[config.mk]
export PLATFORM = sky130hd
export DESIGN_NAME = evt_ctl
export DESIGN_NICKNAME = d
export VERILOG_FILES = /design/src/rtl/evt_pkg.sv /design/src/rtl/evt_arb.sv /design/src/rtl/evt_ctx_store.sv /design/src/rtl/evt_ctl.sv
export SDC_FILE = /design/constraint.sdc
export NUM_CORES = 1
export LEC_CHECK = 0
export ABC_AREA = 1
export BUFFER_PORTS_ARGS = -buffer_cell sky130_fd_sc_hd__buf_2
export CAP_MARGIN = 20
export CORE_UTILIZATION = 44
export DETAILED_ROUTE_END_ITERATION = 7
export PLACE_DENSITY = 0.64
export SETUP_SLACK_MARGIN = 0.05
export SLEW_MARGIN = 30
export SYNTH_ARGS = -nofsm -noshare
export SYNTH_HDL_FRONTEND = slang
export SYNTH_SLANG_ARGS = --single-unit
[constraint.sdc]
create_clock -name clk -period 2.6 [get_ports clk]
set_clock_uncertainty 0.2 [all_clocks]
set_input_delay 0.13 -clock clk [delete_from_list [all_inputs] [get_ports clk]]
set_output_delay 0.13 -clock clk [all_outputs]
set_load 0.02 [all_outputs]
[src/rtl/evt_pkg.sv]
package evt_pkg;
   // status word field positions
   localparam int SR_GM     = 3;
   localparam int SR_IM_LSB = 4;
   localparam int SR_EM     = 8;
   localparam int SR_DM     = 9;
   localparam int SR_DBG    = 10;
   localparam int SR_MIN_W  = 11;

   localparam int NUM_LVL   = 4;
   localparam int NSLOT     = 6;   // four levels, exception, debug
   localparam int SLOT_EXC  = 4;
   localparam int SLOT_DBG  = 5;
   localparam int SLOT_W    = 3;

   typedef enum logic [2:0] {
      MD_APP  = 3'd0,
      MD_SUP  = 3'd1,
      MD_INT0 = 3'd2,
      MD_INT1 = 3'd3,
      MD_INT2 = 3'd4,
      MD_INT3 = 3'd5,
      MD_EXC  = 3'd6,
      MD_RSV  = 3'd7
   } mode_e;

   typedef enum logic [2:0] {
      EV_NONE,
      EV_RETD,
      EV_RETE,
      EV_DBG,
      EV_EXC,
      EV_INT
   } ev_e;

   function automatic logic [2:0] mode_rank(input logic [2:0] md);
      logic [2:0] r;
      case (md)
         3'd0, 3'd1: r = 3'd0;
         3'd2:       r = 3'd1;
         3'd3:       r = 3'd2;
         3'd4:       r = 3'd3;
         3'd5:       r = 3'd4;
         3'd6:       r = 3'd5;
         default:    r = 3'd7;
      endcase
      return r;
   endfunction
endpackage

[src/rtl/evt_arb.sv]
module evt_arb
   import evt_pkg::*;
#(
   parameter int SR_W          = 16,
   parameter int NUM_EXC       = 8,
   parameter int EXC_LOW_FIRST = 1,
   localparam int EI_W         = (NUM_EXC > 1) ? $clog2(NUM_EXC) : 1
) (
   input  logic               hold,
   input  logic [SR_W-1:0]    sr,
   input  logic [NUM_LVL-1:0] irq_req,
   input  logic [NUM_EXC-1:0] exc_req,
   input  logic               dbg_req,
   input  logic               ev_ret,
   input  logic               dbg_ret,
   output ev_e                ev,
   output logic [1:0]         lvl,
   output logic [EI_W-1:0]    exc_idx
);
   logic [2:0]         md;
   logic [2:0]         rank;
   logic [NUM_LVL-1:0] elig;

   assign md   = sr[2:0];
   assign rank = mode_rank(md);

   // interrupt eligibility per level
   generate
      for (genvar k = 0; k < NUM_LVL; k++) begin : g_elig
         assign elig[k] = irq_req[k] && !sr[SR_GM] && !sr[SR_IM_LSB+k]
                          && (3'(k + 1) > rank);
      end
   endgenerate

   always_comb begin
      lvl = 2'd0;
      for (int k = 0; k < NUM_LVL; k++)
         if (elig[k]) lvl = 2'(k);
   end

   // exception source selection, direction picked by parameter
   generate
      if (EXC_LOW_FIRST != 0) begin : g_exc_low
         always_comb begin
            exc_idx = '0;
            for (int i = NUM_EXC - 1; i >= 0; i--)
               if (exc_req[i]) exc_idx = EI_W'(i);
         end
      end else begin : g_exc_high
         always_comb begin
            exc_idx = '0;
            for (int i = 0; i < NUM_EXC; i++)
               if (exc_req[i]) exc_idx = EI_W'(i);
         end
      end
   endgenerate

   always_comb begin
      ev = EV_NONE;
      if (!hold) begin
         if (dbg_ret && sr[SR_DBG])
            ev = EV_RETD;
         else if (ev_ret && md >= 3'd2 && md <= 3'd6)
            ev = EV_RETE;
         else if (dbg_req && !sr[SR_DM] && !sr[SR_DBG])
            ev = EV_DBG;
         else if ((|exc_req) && !sr[SR_EM])
            ev = EV_EXC;
         else if (|elig)
            ev = EV_INT;
      end
   end
endmodule

[src/rtl/evt_ctx_store.sv]
module evt_ctx_store
   import evt_pkg::*;
#(
   parameter int PC_W = 32,
   parameter int SR_W = 16
) (
   input  logic              clk,
   input  logic              rst_n,
   input  logic              wr_en,
   input  logic [SLOT_W-1:0] wr_slot,
   input  logic [SR_W-1:0]   wr_sr,
   input  logic [PC_W-1:0]   wr_pc,
   input  logic [SLOT_W-1:0] rd_slot,
   output logic [SR_W-1:0]   rd_sr,
   output logic [PC_W-1:0]   rd_pc
);
   logic [SR_W-1:0] rs_v [NSLOT];
   logic [PC_W-1:0] ra_v [NSLOT];

   generate
      for (genvar s = 0; s < NSLOT; s++) begin : g_slot
         logic [SR_W-1:0] rs_q;
         logic [PC_W-1:0] ra_q;
         always_ff @(posedge clk or negedge rst_n) begin
            if (!rst_n) begin
               rs_q <= '0;
               ra_q <= '0;
            end else if (wr_en && wr_slot == SLOT_W'(s)) begin
               rs_q <= wr_sr;
               ra_q <= wr_pc;
            end
         end
         assign rs_v[s] = rs_q;
         assign ra_v[s] = ra_q;
      end
   endgenerate

   always_comb begin
      rd_sr = '0;
      rd_pc = '0;
      for (int s = 0; s < NSLOT; s++)
         if (rd_slot == SLOT_W'(s)) begin
            rd_sr = rs_v[s];
            rd_pc = ra_v[s];
         end
   end


   slot_range_chk: assert property (@(posedge clk) disable iff (!rst_n)
      wr_en |-> (int'(wr_slot) < NSLOT));
endmodule

[src/rtl/evt_ctl.sv]
module evt_ctl
   import evt_pkg::*;
#(
   parameter int          PC_W          = 32,
   parameter int          SR_W          = 16,
   parameter int          NUM_EXC       = 8,
   parameter int          EXC_LOW_FIRST = 1,
   parameter int unsigned EXC_BASE      = 32'h0000_0100,
   parameter int unsigned INT_BASE      = 32'h0000_0200,
   parameter int unsigned VEC_STRIDE    = 8,
   parameter int unsigned DBG_VEC       = 32'h0000_0080,
   localparam int         EI_W          = (NUM_EXC > 1) ? $clog2(NUM_EXC) : 1
) (
   input  logic               clk,
   input  logic               rst_n,
   input  logic [3:0]         irq_req,
   input  logic [NUM_EXC-1:0] exc_req,
   input  logic               dbg_req,
   input  logic               ev_ret,
   input  logic               dbg_ret,
   input  logic [SR_W-1:0]    sr_in,
   input  logic [PC_W-1:0]    pc_in,
   output logic               redir_vld,
   output logic [SR_W-1:0]    sr_out,
   output logic [PC_W-1:0]    pc_out,
   output logic [3:0]         irq_ack,
   output logic [NUM_EXC-1:0] exc_ack,
   output logic               dbg_ack
);
   generate
      if (SR_W < SR_MIN_W) begin : g_bad_sr
         $error("SR_W too narrow for the status layout");
      end
      if (NUM_EXC < 1) begin : g_bad_exc
         $error("NUM_EXC must be at least 1");
      end
      if (PC_W < 8) begin : g_bad_pc
         $error("PC_W must be at least 8");
      end
   endgenerate

   ev_e               ev;
   logic [1:0]        lvl;
   logic [EI_W-1:0]   exc_idx;
   logic              redir_q;
   logic [SR_W-1:0]   sr_q, sr_nx, rd_sr;
   logic [PC_W-1:0]   pc_q, pc_nx, rd_pc;
   logic [3:0]        irq_ack_q;
   logic [NUM_EXC-1:0] exc_ack_q;
   logic              dbg_ack_q;
   logic              wr_en;
   logic [SLOT_W-1:0] wr_slot, rd_slot;

   evt_arb #(
      .SR_W(SR_W), .NUM_EXC(NUM_EXC), .EXC_LOW_FIRST(EXC_LOW_FIRST)
   ) u_arb (
      .hold(redir_q), .sr(sr_in), .irq_req(irq_req), .exc_req(exc_req),
      .dbg_req(dbg_req), .ev_ret(ev_ret), .dbg_ret(dbg_ret),
      .ev(ev), .lvl(lvl), .exc_idx(exc_idx)
   );

   evt_ctx_store #(.PC_W(PC_W), .SR_W(SR_W)) u_store (
      .clk(clk), .rst_n(rst_n), .wr_en(wr_en), .wr_slot(wr_slot),
      .wr_sr(sr_in), .wr_pc(pc_in), .rd_slot(rd_slot),
      .rd_sr(rd_sr), .rd_pc(rd_pc)
   );

   always_comb begin
      wr_en   = 1'b0;
      wr_slot = '0;
      rd_slot = '0;
      sr_nx   = sr_in;
      pc_nx   = pc_in;
      case (ev)
         EV_RETD: begin
            rd_slot = SLOT_W'(SLOT_DBG);
            sr_nx   = rd_sr;
            pc_nx   = rd_pc;
         end
         EV_RETE: begin
            rd_slot = sr_in[2:0] - 3'd2;
            sr_nx   = rd_sr;
            pc_nx   = rd_pc;
         end
         EV_DBG: begin
            wr_en          = 1'b1;
            wr_slot        = SLOT_W'(SLOT_DBG);
            sr_nx[SR_DBG]  = 1'b1;
            sr_nx[2:0]     = MD_EXC;
            pc_nx          = PC_W'(DBG_VEC);
         end
         EV_EXC: begin
            wr_en         = 1'b1;
            wr_slot       = SLOT_W'(SLOT_EXC);
            sr_nx[2:0]    = MD_EXC;
            sr_nx[SR_EM]  = 1'b1;
            sr_nx[SR_GM]  = 1'b1;
            pc_nx         = PC_W'(EXC_BASE) + PC_W'(exc_idx) * PC_W'(VEC_STRIDE);
         end
         EV_INT: begin
            wr_en      = 1'b1;
            wr_slot    = {1'b0, lvl};
            sr_nx[2:0] = 3'd2 + {1'b0, lvl};
            pc_nx      = PC_W'(INT_BASE) + PC_W'(lvl) * PC_W'(VEC_STRIDE);
         end
         default: ;
      endcase
   end

   always_ff @(posedge clk or negedge rst_n) begin
      if (!rst_n) begin
         redir_q   <= 1'b0;
         sr_q      <= '0;
         pc_q      <= '0;
         irq_ack_q <= '0;
         exc_ack_q <= '0;
         dbg_ack_q <= 1'b0;
      end else begin
         redir_q   <= (ev != EV_NONE);
         irq_ack_q <= (ev == EV_INT) ? (4'b0001 << lvl) : 4'b0000;
         exc_ack_q <= (ev == EV_EXC) ? (NUM_EXC'(1) << exc_idx) : '0;
         dbg_ack_q <= (ev == EV_DBG);
         if (ev != EV_NONE) begin
            sr_q <= sr_nx;
            pc_q <= pc_nx;
         end
      end
   end

   assign redir_vld = redir_q;
   assign sr_out    = sr_q;
   assign pc_out    = pc_q;
   assign irq_ack   = irq_ack_q;
   assign exc_ack   = exc_ack_q;
   assign dbg_ack   = dbg_ack_q;


   redir_pulse_chk: assert property (@(posedge clk) disable iff (!rst_n)
      redir_q |=> !redir_q);


   ack_onehot_chk: assert property (@(posedge clk) disable iff (!rst_n)
      $onehot0({dbg_ack_q, exc_ack_q, irq_ack_q}));


   ack_redir_chk: assert property (@(posedge clk) disable iff (!rst_n)
      (|{dbg_ack_q, exc_ack_q, irq_ack_q}) |-> redir_q);


   exc_sr_chk: assert property (@(posedge clk) disable iff (!rst_n)
      (|exc_ack_q) |-> (sr_q[2:0] == MD_EXC && sr_q[SR_EM] && sr_q[SR_GM]));


   dbg_mask_chk: assert property (@(posedge clk) disable iff (!rst_n)
      dbg_ack_q |-> $past(!sr_in[SR_DM] && !sr_in[SR_DBG]));


   irq_rank_chk: assert property (@(posedge clk) disable iff (!rst_n)
      (|irq_ack_q) |-> (mode_rank(sr_q[2:0]) > $past(mode_rank(sr_in[2:0]))));
endmodule

==> run summary, run 1 <==
Status -> finished, violations left
Violated checks -> hold timing
Maxcap violations -> 0
Post-synth ARST share -> 100.0%
Flop and latch count out of synthesis -> 350
Final net count -> 2,114
Layout cells sized above 1 -> 17.46%
Most used DFF post-synth -> dfrtp_1
Final wirelength -> 42.37 mm
Pins over their slew limit -> 0
Total design power -> 18,110 µW
Worst-case vdd ir drop -> 0.4136 mV
Die H -> 187.4 µm
Fin Hold WS -> -8.748 ps
Rel. slew slack -> 58.68%
Core area -> 33,700 µm²
Final period utilization -> 95.72%
Io pins -> 127
R2R setup slack -> 230 ps
DRC viols -> 0
Power Dens Cells -> 938.8 nW/µm²
Initial core utilization -> 44.90%
FP Rows -> 67
Cells after synthesis -> 1,800
Hold Path Class -> in2async
R2r startpoint -> redir_vld
Yosys cell types -> 34
DR vias -> 12,940
Detailed placer's ending HPWL -> 27.12 mm
Post-Syn Area -> 15,130 µm²
Maximum clock frequency -> 401.8 MHz
Most frequent cells in the layout -> 564 x nand2_1, 350 x dfrtp_1, 272 x o21ai_0, 154 x inv_1, 120 x buf_2
Worst Path Required -> 2810 ps
Initial antenna violation count -> 1
DR WL/cell -> 16.84 µm
Worst reg2reg endpoint -> sr_out[14]
Vias per cell -> 5.144
Num CTS Buffers -> 39
H-tree levels -> 2
Worst slew pin tran -> 619.7 ps
DRT iter0 DRCs -> 1,037
Worst r2r path cells -> 17
Die Width -> 187.4 µm
Port Buffers -> 126
GRT Residual Overflow -> 0
Router iterations before antenna repair -> 7
Max Root-Sink Buffers -> 3
GP Congestion -> 0.8398
Largest net degree at the start of global routing -> 76
Leakage -> 0.009920 µW
Kind of critical path -> in2reg
Antenna-violating nets left -> 0
Mapped Nets -> 1,868
# setup viols final -> 0
Ant diodes -> 0
RSZ-0062 raised after global routing -> no
Data arrival, critical path -> 2700 ps
Sequential fraction of the synthesis area -> 57.88%
Clk sinks -> 350
P&R area growth vs syn -> 27.46%
Startpoint Class -> input pin
Worst-path clk slew -> 60 ps
Die ar. -> 35,130 µm²
Worst setup EP type -> flip-flop
Global-route wire length before repair -> 68.53 mm
Vias in the first global route -> 12,740
Setup crit end -> pc_out[31]
CTS tree -> built
Final min period -> 2489 ps
Number of flops mapped to enable cells by yosys -> 0
Worst skew pair latency -> 520 ps
Worst-path fanout max -> 8
Average size of a mapped cell -> 8.406 µm²
Root Driver -> clkbuf_16
Hold Violations, Final -> 2
Yosys warns -> 0
Global-route usage over all layers -> 24.32%
Most common cell after layout, fill and taps aside -> nand2_1
CP startpoint -> sr_in[7]
Yosys cell counts (3+ instances only):
master,instances,area (µm²)
nand3_1,45,225.2
buf_1,5,18.77
buf_6,3,33.78
o21bai_1,13,97.59
a21oi_1,82,410.4
ha_1,3,37.54
nand4_1,25,156.4
nand3b_1,3,22.52
dfrtp_1,350,8758
nor3_1,3,15.01
nor2_1,52,195.2
nor2_4,3,33.78
nand2_1,575,2158
o21ai_0,285,1426
clkbuf_1,66,247.7
inv_1,157,589.3
buf_4,4,30.03
o21ai_1,71,355.3
buf_2,21,105.1
inv_2,13,48.80
stage by stage:
| stage | instance area (µm²) | utilization (%) | setup TNS (ps) | instances | setup slack [ps] |
|---|---|---|---|---|---|
| 6_report | 19290 | 57.23 | 0 | 2516 | 111.2 |
| 5_1_grt | 19290 | 57.23 | 0 | 2516 | 15.11 |
| 4_1_cts | 18860 | 55.97 | 0 | 2503 | 58.21 |
| 3_5_place_dp | 17090 | 50.72 | -17180 | 2382 | -223.5 |
| 3_3_place_gp | 17090 | 50.72 | -5636 | 2382 | -148.4 |
| 2_1_floorplan | 15130 | - | 0 | 1800 | 99.79 |
final cells by class:
type	count	area, µm²
Timing Repair Buffer	304	2661
Tap cell	448	560.5
Inverter	172	650.6
Clock inverter	8	72.57
Sequential cell	350	8758
Clock buffer	55	1116
Multi-Input combinational cell	1179	5466
Fill cell	3071	14410
sequential cells by signal (all words and copies together) (netlist names):
name	cells
dbg_ack	1
exc_ack	8
irq_ack	4
pc_out	32
redir_vld	1
sr_out	16
u_store.g_slot.ra_q	192
u_store.g_slot.rs_q	96
power breakdown:
group          switching [µW]  internal [µW]
registers                 964           7140
clock network            2110           3070
logic                    2900           1930
routing by layer:
metal / GRT usage (%) / vias to the layer above / routed length [µm]
li1: - / 6287 / -
met1: 34.40 / 6223 / 19380
met2: 40.01 / 375 / 20000
met3: 3.002 / 56 / 2302
met4: 5.785 / 2 / 673
met5: 0 / - / 13
cell families after synthesis:
kind of cell,Yosys count,synth area share (%)
simple gates,717,19.19
compound gates,459,15.53
flops,350,57.88
buf+inv,271,7.145
fa+ha+maj,3,0.2481
worst min path at each step:
stage,startpoint,endpoint,slack [ps],cells past startpoint
after floorplan,rst_n,dbg_ack,-370,0
after global placement,rst_n,u_store.g_slot[4].ra_q[5],-50,1
after detailed placement,rst_n,u_store.g_slot[4].ra_q[5],-60,1
after CTS,rst_n,pc_out[9],0.8,2
after global routing,rst_n,pc_out[9],50,2
final,rst_n,pc_out[3],-9,2
timing repair:
| action | 4_1_cts | 5_1_grt |
|---|---|---|
| endpoints found under the setup margin | 0 | 240 |
| endpoints found under the hold margin | 636 | 4 |
| hold buffers | 58 | 3 |
| gates resized for setup | 0 | 77 |
| setup buffers | 0 | 9 |
critical path, stage by stage:
cell           delay (ps)
dlygate4sd3_1         550
buf_6                 120
nor2_4                 90
nand3_4                90
nand3_2                90
nand2_1                50
nand2_1                70
nand2_2                70
nand2_2               100
nand3_4               130
nand2_4               120
nand2_4                60
nor3_4                230
clkinv_4              220
buf_12                210
or2_1                 230
nand3_1                80
nand2_1                50
No activity file was read; power rests on OpenSTA's default activity.
==> inputs of run 2 (changes only) <==
PLACE_DENSITY = 0.71   (was 0.64)
==> run 2 against run 1 <==
The flow now finishes without violations. Register-to-register slack got worse by 40 ps. Via count increased by 1.7%. Non-clock buffer count fell by 6. Wire length down 0.78%. Worst hold slack better by 63 ps. Clock power increased by 4%. Die area is the same. Count of clock-buffer cells in the layout is 5 lower. Sequential power about the same. Final area fell by 1.0%. Critical path depth decreased by 3. Largest power group unchanged. Highest routed layer is now met4.
==> run summary, run 2 (same netlist as run 1, synthesis figures left out) <==
Status -> finished, final reports clean
CP max stage delay -> 540 ps
Root Driver -> clkbuf_16
DR vias -> 13,160
Die H -> 187.4 µm
Crit-path most repeated cell -> buf_4
DRC viols -> 0
DR WL/cell -> 16.73 µm
WHS Path Cells -> 4
Num CTS Buffers -> 37
Router iterations before antenna repair -> 5
Area occupied by multi-input gates -> 5400 µm²
Io pins -> 127
Worst slew pin tran -> 573.0 ps
Maxcap violations -> 0
Global-route wire length before repair -> 69.41 mm
WP buf/inv -> 6
Worst-path fanout max -> 8
Final min period -> 2487 ps
Core area -> 33,700 µm²
Ant diodes -> 0
Clk sinks -> 350
Worst-path cell chain -> dlygate4sd3_1 > buf_4 > inv_1 > nand3_1 > nand2_1 > nand4_2 > nand2_4 > nand2_4 > nor3_4 > clkinv_4 > buf_4 > buf_4 > o21ai_1 > o21bai_1 > nand3_1
# setup viols final -> 0
Vias per cell -> 5.236
Global-route usage over all layers -> 24.60%
Rel. slew slack -> 61.76%
Final wirelength -> 42.04 mm
Worst setup EP type -> flip-flop
Final period utilization -> 95.66%
Final core area utilization -> 56.63%
Top reg by flops -> u_store.g_slot.ra_q
RSZ-0062 raised after global routing -> yes
Maximum clock frequency -> 402.1 MHz
Antenna-violating nets left -> 0
P&R area growth vs syn -> 26.13%
Largest net degree at the start of global routing -> 67
Slowest CP cell -> dlygate4sd3_1
Largest register FFs -> 192
GP Congestion -> 0.9190
Detailed placer's ending HPWL -> 27.30 mm
Initial antenna violation count -> 0
Critical path depth -> 15
H-tree levels -> 2
Worst skew pair latency -> 530 ps
Initial core utilization -> 44.90%
Die Width -> 187.4 µm
DRT iter0 DRCs -> 1,239
Worst r2r path cells -> 15
Hold Path Class -> in2reg
CP top delay family -> buffers and inverters
Layout cells sized above 1 -> 16.80%
Port Buffers -> 126
CTS tree -> built
Reg area -> 8758 µm²
GRT Residual Overflow -> 0
Setup TNS -> 0 ps
Vias in the first global route -> 13,210
Most frequent cells in the layout -> 569 x nand2_1, 350 x dfrtp_1, 283 x o21ai_0, 156 x inv_1, 124 x buf_2
Hold Violations, Final -> 0
Leakage -> 0.009826 µW
Worst-path clk slew -> 60 ps
Most common cell after layout, fill and taps aside -> nand2_1
Power Dens Cells -> 952.7 nW/µm²
Worst Path Required -> 2810 ps
Die ar. -> 35,130 µm²
Max Root-Sink Buffers -> 3
Pins over their slew limit -> 0
Worst-case vdd ir drop -> 0.4415 mV
FP Rows -> 67
Startpoint Class -> input pin
Kind of critical path -> in2reg
Layout filler cell count -> 3,000
Data arrival, critical path -> 2700 ps
Final net count -> 2,106
[run 2: through the flow]
stage	hold slack [ps]	area [µm²]	setup WS [ps]	power, µW	instances
final	54.18	19080	112.8	18180	2513
after global routing	57.56	19080	-7.668	19300	2513
after CTS	16.99	18990	111.3	18220	2510
after detailed placement	-74.71	17150	-258.1	12740	2386
after global placement	-82.07	17150	-164.3	12570	2386
after floorplan	-365.6	15130	99.79	10840	1800
[run 2: final timing paths]
kind | slack, ps | endpoint | start
worst max-delay path | 110 | pc_out[9] | sr_in[10]
worst min-delay path | 50 | irq_ack[1] | irq_req[1]
worst max register to register | 190 | sr_out[3] | redir_vld
worst min register to register | 270 | u_store.g_slot[4].rs_q[8] | u_store.g_slot[4].rs_q[8]
max in group asynchronous | 1770 | u_store.g_slot[0].ra_q[20] | rst_n
min in group asynchronous | 70 | u_store.g_slot[3].ra_q[7] | rst_n
[run 2: worst reg2reg max path: stages (launching register included)]
cell and delay [ps]:
dfrtp_1 410, inv_2 130, nand2_1 80, inv_1 100
o21ai_2 80, nand3_4 120, nand2_1 90, nand2_1 170
inv_1 100, nor2_4 220, buf_4 180, buf_12 120
nand2_1 60, nand4_1 100, o21bai_1 80, a21oi_1 120
[run 2: area by class of cell]
cell class | count | share of cell area [%]
multi-input cells | 1179 | 28.30
clock buffers | 50 | 5.474
repair buffers | 298 | 12.97
well taps | 448 | 2.937
inverters | 172 | 3.416
flip-flops and latches | 350 | 45.89
clock inverters | 16 | 1.010
[run 2: where the power goes]
group / internal (µW) / leakage, µW / switching (µW)
Sequential: 7130 / 0.00442 / 951
Clock: 3220 / 0.000611 / 2150
Combinational: 1840 / 0.00479 / 2890
Total: 12200 / 0.00983 / 5980
[run 2: routing by layer]
metal	up-vias	share of wire, %	global-route usage (%)
li1	6269	-	-
met1	6425	44	33.22
met2	393	48	41.15
met3	70	5.2	3.302
met4	0	2.3	7.849
met5	-	0	0
[run 2: what timing repair did]
item,4_1_cts,5_1_grt
gates resized for setup,0,22
setup buffers,0,4
hold endpoints to repair,641,0
setup endpoints to repair,0,28
hold buffers,58,0
